<file path="src/rtl/cdt_pkg.sv">
package cdt_pkg;

  typedef enum logic [1:0] {
    OP_IDLE   = 2'd0,
    OP_CALL   = 2'd1,
    OP_RET    = 2'd2,
    OP_CANCEL = 2'd3
  } cdt_op_e;

  // Both strobes together cancel each other.
  function automatic cdt_op_e decode_op(input logic call_s, input logic ret_s);
    case ({ret_s, call_s})
      2'b01:   decode_op = OP_CALL;
      2'b10:   decode_op = OP_RET;
      2'b11:   decode_op = OP_CANCEL;
      default: decode_op = OP_IDLE;
    endcase
  endfunction

endpackage

</file>
<file path="src/rtl/cdt_lead_ones.sv">
// Counts consecutive ones from the top bit downward.
module cdt_lead_ones #(
  parameter int FIELD_W = 7,
  localparam int CNT_W = $clog2(FIELD_W + 1)
) (
  input  logic [FIELD_W-1:0] value_i,
  output logic [CNT_W-1:0]   lead_o
);
  logic [FIELD_W-1:0] prefix;

  assign prefix[FIELD_W-1] = value_i[FIELD_W-1];
  for (genvar i = FIELD_W - 2; i >= 0; i--) begin : g_chain
    assign prefix[i] = prefix[i+1] & value_i[i];
  end

  assign lead_o = CNT_W'($countones(prefix));
endmodule

</file>
<file path="src/rtl/cdt_width_mask.sv">
// Builds a mask covering the low (FIELD_W - lead) bits.
module cdt_width_mask #(
  parameter int FIELD_W = 7,
  localparam int CNT_W = $clog2(FIELD_W + 1)
) (
  input  logic [CNT_W-1:0]   lead_i,
  output logic [FIELD_W-1:0] mask_o
);
  for (genvar i = 0; i < FIELD_W; i++) begin : g_bit
    assign mask_o[i] = (32'(i) + 32'(lead_i)) < 32'(FIELD_W);
  end
endmodule

</file>
<file path="src/rtl/call_depth_tracker.sv">
module call_depth_tracker #(
  parameter int FIELD_W = 7,
  localparam int CNT_W = $clog2(FIELD_W + 1)
) (
  input  logic               clk,
  input  logic               rst_n,
  input  logic               call_i,
  input  logic               ret_i,
  input  logic               cde_i,
  input  logic [FIELD_W-1:0] depth_i,
  output logic [FIELD_W-1:0] depth_o,
  output logic               cde_o,
  output logic               ovf_o,
  output logic               unf_o
);
  import cdt_pkg::*;

  localparam logic [FIELD_W-1:0] ALL_ONES = '1;

  cdt_op_e            op;
  logic               frozen;
  logic               counting;
  logic [FIELD_W-1:0] sum_val;
  logic [FIELD_W-1:0] diff_val;
  logic [CNT_W-1:0]   sum_lead;
  logic [CNT_W-1:0]   cur_lead;
  logic [FIELD_W-1:0] sum_mask;
  logic [FIELD_W-1:0] cur_mask;
  logic               step_wrap;
  logic               step_empty;
  logic               ovf_evt;
  logic               unf_evt;
  logic [FIELD_W-1:0] depth_nxt;
  logic               cde_nxt;

  assign op       = decode_op(call_i, ret_i);
  assign frozen   = (depth_i == ALL_ONES);
  assign counting = cde_i && !frozen;
  assign sum_val  = depth_i + FIELD_W'(1);
  assign diff_val = depth_i - FIELD_W'(1);

  // The width for an increment comes from the incremented value itself.
  cdt_lead_ones #(.FIELD_W(FIELD_W)) u_sum_lead (.value_i(sum_val), .lead_o(sum_lead));
  cdt_lead_ones #(.FIELD_W(FIELD_W)) u_cur_lead (.value_i(depth_i), .lead_o(cur_lead));
  cdt_width_mask #(.FIELD_W(FIELD_W)) u_sum_mask (.lead_i(sum_lead), .mask_o(sum_mask));
  cdt_width_mask #(.FIELD_W(FIELD_W)) u_cur_mask (.lead_i(cur_lead), .mask_o(cur_mask));

  assign step_wrap  = ((sum_val & sum_mask) == '0);
  assign step_empty = ((depth_i & cur_mask) == '0);
  assign ovf_evt    = counting && (op == OP_CALL) && step_wrap;
  assign unf_evt    = counting && (op == OP_RET) && step_empty;

  always_comb begin
    depth_nxt = depth_i;
    cde_nxt   = cde_i;
    unique case (op)
      OP_CALL: begin
        cde_nxt = 1'b1;
        if (counting && !step_wrap) depth_nxt = sum_val;
      end
      OP_RET: begin
        if (counting && !step_empty) depth_nxt = diff_val;
      end
      default: ;
    endcase
  end

  always_ff @(posedge clk or negedge rst_n) begin
    if (!rst_n) begin
      depth_o <= '0;
      cde_o   <= 1'b0;
      ovf_o   <= 1'b0;
      unf_o   <= 1'b0;
    end else begin
      depth_o <= depth_nxt;
      cde_o   <= cde_nxt;
      ovf_o   <= ovf_evt;
      unf_o   <= unf_evt;
    end
  end
endmodule

</file>
<file path="config.mk">
export PLATFORM = sky130hd
export DESIGN_NAME = call_depth_tracker
export DESIGN_NICKNAME = d
export VERILOG_FILES = /design/src/rtl/cdt_pkg.sv /design/src/rtl/cdt_lead_ones.sv /design/src/rtl/cdt_width_mask.sv /design/src/rtl/call_depth_tracker.sv
export SDC_FILE = /design/constraint.sdc
export NUM_CORES = 1
export LEC_CHECK = 0
export ABC_AREA = 1
export BUFFER_PORTS_ARGS = -buffer_cell sky130_fd_sc_hd__buf_2
export CAP_MARGIN = 20
export CORE_ASPECT_RATIO = 0.5
export CORE_UTILIZATION = 50
export CTS_CLUSTER_DIAMETER = 60
export DETAILED_ROUTE_END_ITERATION = 8
export GPL_ROUTABILITY_DRIVEN = 1
export MAX_ROUTING_LAYER = met4
export PLACE_DENSITY = 0.8
export SKIP_LAST_GASP = 1
export SLEW_MARGIN = 20
export SYNTH_ARGS = -nofsm -noshare
export SYNTH_HDL_FRONTEND = slang
export SYNTH_SLANG_ARGS = --single-unit
</file>
<file path="constraint.sdc">
create_clock -name clk -period 0.8 [get_ports clk]
set_input_delay 0.08 -clock clk [delete_from_list [all_inputs] [get_ports clk]]
set_output_delay 0.08 -clock clk [all_outputs]
set_load 0.01 [all_outputs]
</file>
-- Yosys cells after proc, flatten, opt, wreduce, memory -nomap -nowiden
Index checks and enable logic that the tools add are counted.
- bits in registers: 10
- bits of input ports: 12
- output and inout port bits: 10
- word-level logic and storage cells: 81
- add/sub/neg operators: 26
- order comparisons: 14
- eq/ne operators: 6
- multiplexer cells: 5
- bitwise gates (word level): 14
- reductions and logical operators: 12
- operators with widths (operator ; count):
    32-bit by 3-bit < comparator with 1-bit output, second input constant ; 12
    3-bit by 3-bit adder with 4-bit output, first input constant ; 6
    2-bit by 3-bit adder with 4-bit output, first input constant ; 4
    7-bit AND ; 2
    7-bit logical NOT ; 2
    7-bit 2-to-1 mux ; 2
    7-bit case mux with 2 select lines ; 1
    1-bit by 1-bit adder with 2-bit output ; 6
    3-bit adder ; 4
    1-bit AND ; 12
    1-bit by 3-bit adder with 4-bit output, first input constant ; 2
    7-bit by 1-bit adder with 7-bit output, second input constant ; 1
    7-bit == test, second input constant ; 1
    1-bit logical AND ; 7
    7-bit by 1-bit subtractor with 7-bit output, second input constant ; 1
    3-bit by 1-bit adder with 3-bit output ; 2
    2-bit == test, second input constant ; 3
    3-bit < comparator, second input constant ; 2
    2-bit case mux with 3 select lines ; 1
    2-bit by 1-bit == test with 1-bit output, second input constant ; 2
    1-bit logical NOT ; 3
    1-bit 2-to-1 mux ; 1

-- Longest topological paths before layout
Gate-level depths: netlist of the first run.
- word-level depth: 18
- mapped depth: 29
- depth with buffers taken out: 29

-- By module
From an unflattened synthesis of the first run, not the netlist that was laid out.
- cell total of the unflattened synthesis: 247
- area total of the unflattened synthesis: 1652.8 um2
- modules (own cells, without submodules) (module ; times used ; cells an instance ; area an instance (um2)):
    call_depth_tracker ; 1 ; 175 ; 1122.3
    cdt_lead_ones ; 2 ; 17 ; 150.1
    cdt_width_mask ; 2 ; 19 ; 115.1

-- Least setup slack after synthesis of the first run
Ideal clock, no wire load.
- kind: input to register
- start: in depth_i[0]
- end: reg depth_o[6]
- library setup time: 0.120 ns
- arrival time: 3.706 ns
- path slack: -3.026 ns
- stages on the path: 29
- buffers on the path: 0
- cells stage by stage: ha_1 nand2_2 inv_1 nand2_2 nand2_1 nor2_1 nand2_1 nor2_1 nand3_2 nor2_2 nand2_1 fa_1 inv_1 ha_1 fa_1 xnor2_1 inv_1 ha_1 nand3_1 nand2_1 nor2_1 nor2_1 nand2_1 nor2_2 nand2_4 nand2_4 nand2_1 nand3_1 a21oi_2
- cells in the longest elaborated chain, start to end: 18
- elaborated cells on any way between the ends: 58
- ends and longest elaborated chain (what ; RTL line ; RTL):
    start, declared ; call_depth_tracker.sv:10 ; input logic [FIELD_W-1:0] depth_i,
    7-bit by 1-bit adder with 7-bit output ; call_depth_tracker.sv:39 ; assign sum_val = depth_i + FIELD_W'(1);
    1-bit AND (6 in a row) ; cdt_lead_ones.sv:13 ; assign prefix[i] = prefix[i+1] & value_i[i];
    1-bit by 1-bit adder with 2-bit output (implied by the code) ; cdt_lead_ones.sv:16 ; assign lead_o = CNT_W'($countones(prefix));
    3-bit adder (implied by the code) (2 in a row) ; cdt_lead_ones.sv:16 ;
    1-bit by 3-bit adder with 4-bit output (tied with other cells) ; cdt_width_mask.sv:10 ; assign mask_o[i] = (32'(i) + 32'(lead_i)) < 32'(FIELD_W);
    32-bit by 3-bit < comparator with 1-bit output ; cdt_width_mask.sv:10 ;
    7-bit AND ; call_depth_tracker.sv:48 ; assign step_wrap = ((sum_val & sum_mask) == '0);
    7-bit logical NOT ; call_depth_tracker.sv:48 ;
    1-bit logical NOT ; call_depth_tracker.sv:59 ; if (counting && !step_wrap) depth_nxt = sum_val;
    1-bit logical AND ; call_depth_tracker.sv:59 ;
    7-bit 2-to-1 mux ; call_depth_tracker.sv:59 ;
    7-bit case mux with 2 select lines * ; call_depth_tracker.sv:56 ; unique case (op)
    net depth_nxt[6] ; call_depth_tracker.sv:33 ; logic [FIELD_W-1:0] depth_nxt;
    end signal, assigned ; call_depth_tracker.sv:75 ; depth_o <= depth_nxt;
    end, declared ; call_depth_tracker.sv:11 ; output logic [FIELD_W-1:0] depth_o,
Mark *: on every way through the listed nets, which the timed path passes. The rest lies on a longest branch.

-- Worst setup path in the final report of the first run
Ends and elaborated chain as after synthesis.

==> results, run 1 <==
- Yosys printed 0 warnings.
- The share of synthesized area in the top cell type comes to 0.167.
- The checks that failed: setup timing.
- The repair_antennas step left the layout with diodes totalling 0.
- The worst-case setup slack after placement is -3.08 ns.
- The worst setup path is captured at a flop.
- Synthesis produced a netlist with a net count of 247.
- Counting flops with a built-in enable in the synthesized netlist gives 0.
- Summed over all nets, wire length on met2 after detailed routing comes to 2220 µm.
- The synthesized area per cell is 6.90 µm².
- The number of synthesized register bits is 10.
- After detailed routing, the number of remaining DRC violations is 0.
- After synthesis, the share of flip-flops with an asynchronous set or reset is 1.00.
- The cell area after placement is 2010 µm².
- The count of max-cap constraint violations is 0.
- The critical path startpoint category is an input pin.
- The maximum buffer depth of the clock tree is 2.
- The final global-route overflow total is 0.
- The number of different library cells in the post-synthesis netlist is 28.
- The number of endpoints with negative hold slack in the final report is 0.
- The number of CTS-inserted buffers is 3.
- The final routed wirelength across all metal layers is 4740 µm.
- The startpoint identified for the worst hold timing path is cde_i.
- The worst path in the final design needs a cycle of 3.69 ns, including I/O delays and setup.
- The total of buffers placed on input and output ports is 21.
- For this design the ratio of total power to cell area is 1010 nW/µm².
- The most critical setup path has its startpoint at depth_i[0].
- Synthesis produced 217 cells.
- For this run, the top clock speed supported by timing is 271 MHz.
- The sequential share of the synthesized area is 0.167.
- Of the cells placed in the final design, the portion with a size suffix greater than 1 is 0.485.
- The most frequently used flop master after synthesis is dfrtp_1.
- The clock input transition at the sequential cells of the worst setup and hold paths is 0.05 ns.
- Once detailed placement completed, the half-perimeter wirelength came to 3190 µm.
- The number of antenna violations at the first check in global routing is 0.
- The detailed-route wire length on metal 1 is 1970 µm.
- The worst hold slack after final layout is 0.0524 ns.
- In this run the worst hold path is classified as input pin to flop.
- Ranked by total cell area, the synthesized netlist is headed by dfrtp_1 17%, nand3_1 12%, nand2_1 12%.
- From bottom edge to top edge, the die measures 40.7 µm.
- The H-tree depth reported by CTS is 1.
- The top cell type by total area after synthesis is dfrtp_1.
- The critical path is of the input pin to flop type.
- The most common cell in the netlist is nand2_1.
- For this design, the sink count on the clock tree is 10.
- In the global route stage, overall resource usage came out at 0.320.
- The length of routed met3 wiring is 421 µm.
- The net total in the final layout is 324.
- Setup repair after global routing could not meet its margin everywhere.
- The count of vias placed by the detailed router is 1764.
- Ranked by instance count, the synthesized netlist is headed by 46 x nand2_1, 35 x nand3_1, 32 x inv_1.
- In this run the tightest slew margin relative to its limit is 0.735.
- The number of rows in the core area is 13.
- The final count of negative-setup-slack endpoints is 10.
- The final count of pins violating max slew is 0.
- The total negative setup slack is -24.94 ns.
- Summed over all cells, the static leakage comes to 1.21 nW.
- After detailed routing, the average wire length per cell comes to 14.4 µm.
- The largest net degree at the start of global routing is 15.
- The highest signal layer in the routed design is met4.
- The final standard cell count with taps included and fillers excluded is 330.
- The violation count after the first detailed-route iteration is 152.
- The flow ran to the end, but the final reports show violations.
- For the pin with the worst max-slew slack, the measured transition is 0.398 ns.
- The first detailed-routing pass ran for 4 iterations.
- The routability congestion estimate from global placement is 0.966.
- The post-synthesis instance area is 1500 µm².
- In this run the worst path has a maximum fanout of 7.
- The first global-routing pass estimated 7350 µm of wire.
- For this configuration, the core starts out at a cell density of 0.551.
- The area of the core is 2720 µm².
- The chip width is 79.4 µm.
- At the worst endpoint, the required time is 0.95 ns.
- The count of nets left with antenna violations after detail routing is 0.
- The portion of the clock cycle consumed by the worst path in the final layout is 4.61.
- The worst path arrival time is 3.84 ns.
- The total power consumption of the routed design is 2.35 mW.
- In the post-route analysis, the smallest setup slack over all paths is -2.89 ns.
- TritonCTS built the clock tree.
- The worst-case vdd ir drop is 1120 µV.
- The end-of-flow core utilization is 0.855.
- The total die area is 3230 µm².
- Clock tree synthesis selected as its root buffer the cell clkbuf_8.
- Counting tap cells, the placed design contains a total of 312 instances.
- The layout overhead on the synthesized area is 55.2%.
- The capture point of the worst path is depth_o[6]$_DFF_PN0_.
- During I/O placement, the number of pins put on the boundary was 22.
- Dividing the detail-routed via count by the number of cells gives 5.35.
- The number of global-route vias before repair was 1581.
- The cell area after layout is 2320 µm².
state kept, by name, indices dropped and copies added (netlist names):
signal,count
ovf_o,1
cde_o,1
depth_o,7
unf_o,1
kinds of logic (layout without fill, tap and decap cells):
group | Yosys count | count (layout) | share of synthesized area
AOI/OAI and AO/OA | 14 | 14 | 0.0702
adders and majority gates | 18 | 18 | 0.181
and+or+nand+nor | 123 | 124 | 0.406
DFF | 10 | 10 | 0.167
xor gates and xnor gates | 8 | 8 | 0.0468
buffers and inverters | 44 | 119 | 0.129
where the power goes:
group          internal, mW  switching, mW
logic                 0.524          0.649
registers             0.559         0.0124
clock network         0.431          0.178
metal layers:
layer | up-vias | GRT usage
met1 | 824 | 0.391
met3 | 18 | 0.0533
met2 | 90 | 0.547
met5 | - | -
li1 | 832 | -
met4 | 0 | 0.141
how the worst min path moves through the flow:
stage | depth (start not counted) | endpoint | slack (ns)
6_report | 2 | cde_o$_DFF_PN0_ | 0.05
5_1_grt | 2 | cde_o$_DFF_PN0_ | 0.06
3_3_place_gp | 1 | depth_o[1]$_DFF_PN0_ | -0.06
3_5_place_dp | 1 | depth_o[1]$_DFF_PN0_ | -0.06
4_1_cts | 2 | cde_o$_DFF_PN0_ | 0.05
2_1_floorplan | 0 | cde_o$_DFF_PN0_ | -0.22
layout by cell type, fill, tap and decap left out, types with 2 or more instances in the layout:
cell type	instances
nor2_1	17
fa_1	4
ha_1	9
nand3_1	24
a21oi_2	7
o21ai_1	2
nand2_1	40
clkbuf_8	4
ha_2	2
nand2_8	2
nand3_4	2
nand3_2	13
nand2_4	4
dfrtp_1	10
buf_4	56
fa_2	2
inv_2	5
nor2_4	2
nand2_2	10
nor2_2	3
buf_2	14
buf_6	6
inv_1	30
xor2_1	5
nand4_1	4
o21ai_2	2
repair_timing:
action                     CTS  global route
hold buffers                 1             0
resized for setup           29            12
setup endpoints to repair   13            19
buffers inserted            11             1
hold endpoints to repair    10             0
gates cloned                 1             0
pin swaps                   20             9
area by class of cell:
class                           count  area [µm²]
Sequential cell                    10         250
Tap cell                           37        46.3
Clock buffer                        4        55.1
Fill cell                         140         394
Inverter                           36         138
Multi-Input combinational cell    164        1230
Timing Repair Buffer               79         603
worst max-delay path: stages:
cell and delay (ns):
buf_8 0.08, ha_4 0.16, nand3_4 0.07, o21bai_4 0.13
nand2_2 0.08, nor2_1 0.10, nand2_1 0.09, nor2_2 0.16
nand3_2 0.11, nor2_2 0.13, nand2_1 0.08, fa_1 0.48
inv_1 0.04, ha_2 0.17, fa_2 0.54, inv_2 0.04
ha_1 0.28, nand3_1 0.07, nand2_1 0.05, nor2_1 0.10
nor2_1 0.06, nand2_1 0.12, nor2_4 0.06, nand2_4 0.12
nand2_8 0.08, nand2_2 0.09, nand3_2 0.08, a21oi_2 0.16
No activity file was read; power rests on OpenSTA's default activity.
==> run 2, diff against run 1 <==
--- a/config.mk
+++ b/config.mk
@@ -15,6 +15,7 @@
 export GPL_ROUTABILITY_DRIVEN = 1
 export MAX_ROUTING_LAYER = met4
 export PLACE_DENSITY = 0.8
+export RECOVER_POWER = 25
 export SKIP_LAST_GASP = 1
 export SLEW_MARGIN = 20
 export SYNTH_ARGS = -nofsm -noshare
==> results, run 2 (synthesized netlist as in run 1, its figures left out) <==
- The switching power of the nets came to 0.840 mW (about the same).
- The end of the worst hold path was cde_o$_DFF_PN0_ (unchanged).
- The CTS tree is yes (unchanged).
- The placed wire-length estimate is 3190 µm (unchanged).
- The die height was 40.7 µm (unchanged).
- The endpoint type of the worst setup path is a flop (unchanged).
- The slew at the pin closest to its max-slew limit came to 0.517 ns (was 0.398 ns).
- The fraction of final layout cells sized beyond drive strength 1 came to 0.481 (was 0.485).
- The minimum clock period was 3.69 ns (unchanged).
- The final standard cell count with taps included and fillers excluded is 330 (unchanged).
- The total global routing track utilization came to 0.320 (unchanged).
- The area of the core is 2720 µm² (unchanged).
- The clock network fraction of total power is 0.259 (about the same).
- The final routed wirelength across all metal layers is 4740 µm (about the same).
- The maximum clock rate is 271 MHz (unchanged).
- The final count of negative-setup-slack endpoints is 10 (unchanged).
- The worst min-delay path startpoint is cde_i (unchanged).
- The total of buffers placed on input and output ports is 21 (unchanged).
- The remaining max-slew budget at the tightest pin is 0.656 (was 0.735).
- The residual DRC count is 0 (unchanged).
- The combined buffer and inverter count along the critical path is 3 (unchanged).
- The cell area after placement came to 2010 µm² (unchanged).
- The net total in the final layout was 324 (unchanged).
- The critical path startpoint category is an input pin (unchanged).
- The cell area after layout came to 2320 µm² (about the same).
- The cell internal power dissipation is 1.51 mW (about the same).
- The number of flip-flops in the largest register is 7 (unchanged).
- The count of pins on the block boundary is 22 (unchanged).
- The data required time at the worst endpoint is 0.95 ns (about the same).
- The violation count after the first detailed-route iteration is 152 (unchanged).
- The maximum single-stage delay on the critical path came to 0.54 ns (about the same).
- Violated checks: setup timing (unchanged).
- The worst-case setup slack after placement was -3.08 ns (unchanged).
- Commonest cells after routing, fill and taps aside: 56 x buf_4, 40 x nand2_1, 30 x inv_1 (unchanged).
- The total die area is 3230 µm² (unchanged).
- The register with the most flip-flops is depth_o (unchanged).
- The H-tree depth reported by CTS was 1 (unchanged).
- The count of nets left with antenna violations after detail routing is 0 (unchanged).
- The top cell family by delay on the critical path was simple AND/OR/NAND/NOR gates (unchanged).
- The maximum buffer depth of the clock tree is 2 (unchanged).
- The cell with the largest stage delay on the worst path is fa_2 (unchanged).
- The number of global-route vias before repair is 1581 (unchanged).
- The most common cell after layout, fill and taps aside is buf_4 (unchanged).
- The worst-case vdd ir drop came to 1120 µV (about the same).
- The number of antenna violations at the first check in global routing was 0 (unchanged).
- The critical-path maximum fanout was 7 (unchanged).
- The net switching fraction of the power is 0.357 (about the same).
- The length of the first detailed-routing pass in iterations is 4 (unchanged).
- The part of the total power dissipated in combinational logic was 0.498 (about the same).
- The portion of the clock cycle consumed by the worst path in the final layout came to 4.61 (unchanged).
- The sequential group share of total power is 0.243 (about the same).
- The number of endpoints with negative hold slack in the final report was 0 (unchanged).
- The chip width is 79.4 µm (unchanged).
- The count of clock tree sinks is 10 (unchanged).
- The worst path arrival time is 3.84 ns (about the same).
- The clock input transition at the sequential cells of the worst setup and hold paths came to 0.05 ns (about the same).
- The critical setup path kind was input pin to flop (unchanged).
- The cell total after placement is 312 (unchanged).
- The kind of path behind the tightest hold check is input pin to flop (unchanged).
- The layout overhead on the synthesized area is 55.1% (was 55.2%).
- RSZ-0062 raised after global routing: true (unchanged).
- The starting utilization of the core area is 0.551 (unchanged).
- The global-route wire length before repair is 7350 µm (unchanged).
- The largest net degree at the start of global routing is 15 (unchanged).
- The number of inserted diodes is 0 (unchanged).
- The leakage dissipation was 1.21 nW (about the same).
- The worst hold slack after final layout is 0.0524 ns (unchanged).
- The number of vias per cell after detailed routing is 5.35 (unchanged).
- The detailed-route wire length per cell is 14.4 µm (about the same).
- The power per cell area is 1010 nW/µm² (about the same).
- The number of rows in the core area is 13 (unchanged).
- The count of max-cap constraint violations is 0 (unchanged).
- The routability congestion estimate from global placement is 0.966 (unchanged).
- The most used cell along the critical path is nand2_1 (unchanged).
- The count of vias placed by the detailed router is 1764 (unchanged).
- Run status: finished with violations (unchanged).
- The final global-route overflow total is 0 (unchanged).
- The total power consumption of the routed design was 2.35 mW (about the same).
- The clock root buffer is clkbuf_8 (unchanged).
- The number of CTS-inserted buffers is 3 (unchanged).
- The smallest setup slack after layout is -2.89 ns (unchanged).
- The final count of pins violating max slew was 0 (unchanged).
- The number of cells on the worst hold path is 2 (unchanged).
run 2: repair_timing:
action                                 4_1_cts  5_1_grt
pin swaps                                   20        9
setup endpoints to repair                   13       19
gates cloned                                 1        0
setup buffers                               11        1
endpoints found under the hold margin       10        0
hold buffers                                 1        0
gates resized for setup                     29       12
run 2: final cells by class:
class | count | area [µm²]
Tap cell | 37 | 46.3
Fill cell | 141 | 395
Inverter | 36 | 138
Clock buffer | 4 | 55.1
Multi-Input combinational cell | 164 | 1230
Sequential cell | 10 | 250
Timing Repair Buffer | 79 | 602
run 2: worst max-delay path by stage:
stage,depth (start not counted),start,endpoint,slack [ns]
global route,30,depth_i[0],depth_o[0]$_DFF_PN0_,-3.14
global placement,27,depth_i[1],depth_o[5]$_DFF_PN0_,-2.94
floorplan,29,depth_i[1],depth_o[6]$_DFF_PN0_,-2.80
finish,28,depth_i[0],depth_o[6]$_DFF_PN0_,-2.89
CTS,29,depth_i[0],depth_o[2]$_DFF_PN0_,-2.68
detailed placement,29,depth_i[1],depth_o[5]$_DFF_PN0_,-3.08
run 2: layer usage:
layer	track usage	vias up	wire length (µm)
met5	-	-	0
met4	0.141	0	134
met3	0.0533	18	421
met2	0.547	90	2220
met1	0.391	824	1970
li1	-	832	-
run 2: stage by stage:
| stage | util | TNS (ns) |
|---|---|---|
| floorplan | - | -23.94 |
| global placement | 0.738 | -25.56 |
| detailed placement | 0.738 | -26.70 |
| CTS | 0.834 | -23.25 |
| global route | 0.854 | -27.23 |
| finish | 0.854 | -24.94 |
run 2: power groups by stage:
| stage | Clock, mW | Sequential (mW) | Combinational, mW |
|---|---|---|---|
| 5_1_grt | 0.661 | 0.577 | 1.27 |
| 6_report | 0.609 | 0.572 | 1.17 |
| 2_1_floorplan | 0 | 0.610 | 0.593 |
| 4_1_cts | 0.627 | 0.571 | 1.09 |
| 3_5_place_dp | 0 | 0.579 | 1.00 |
| 3_3_place_gp | 0 | 0.577 | 0.978 |
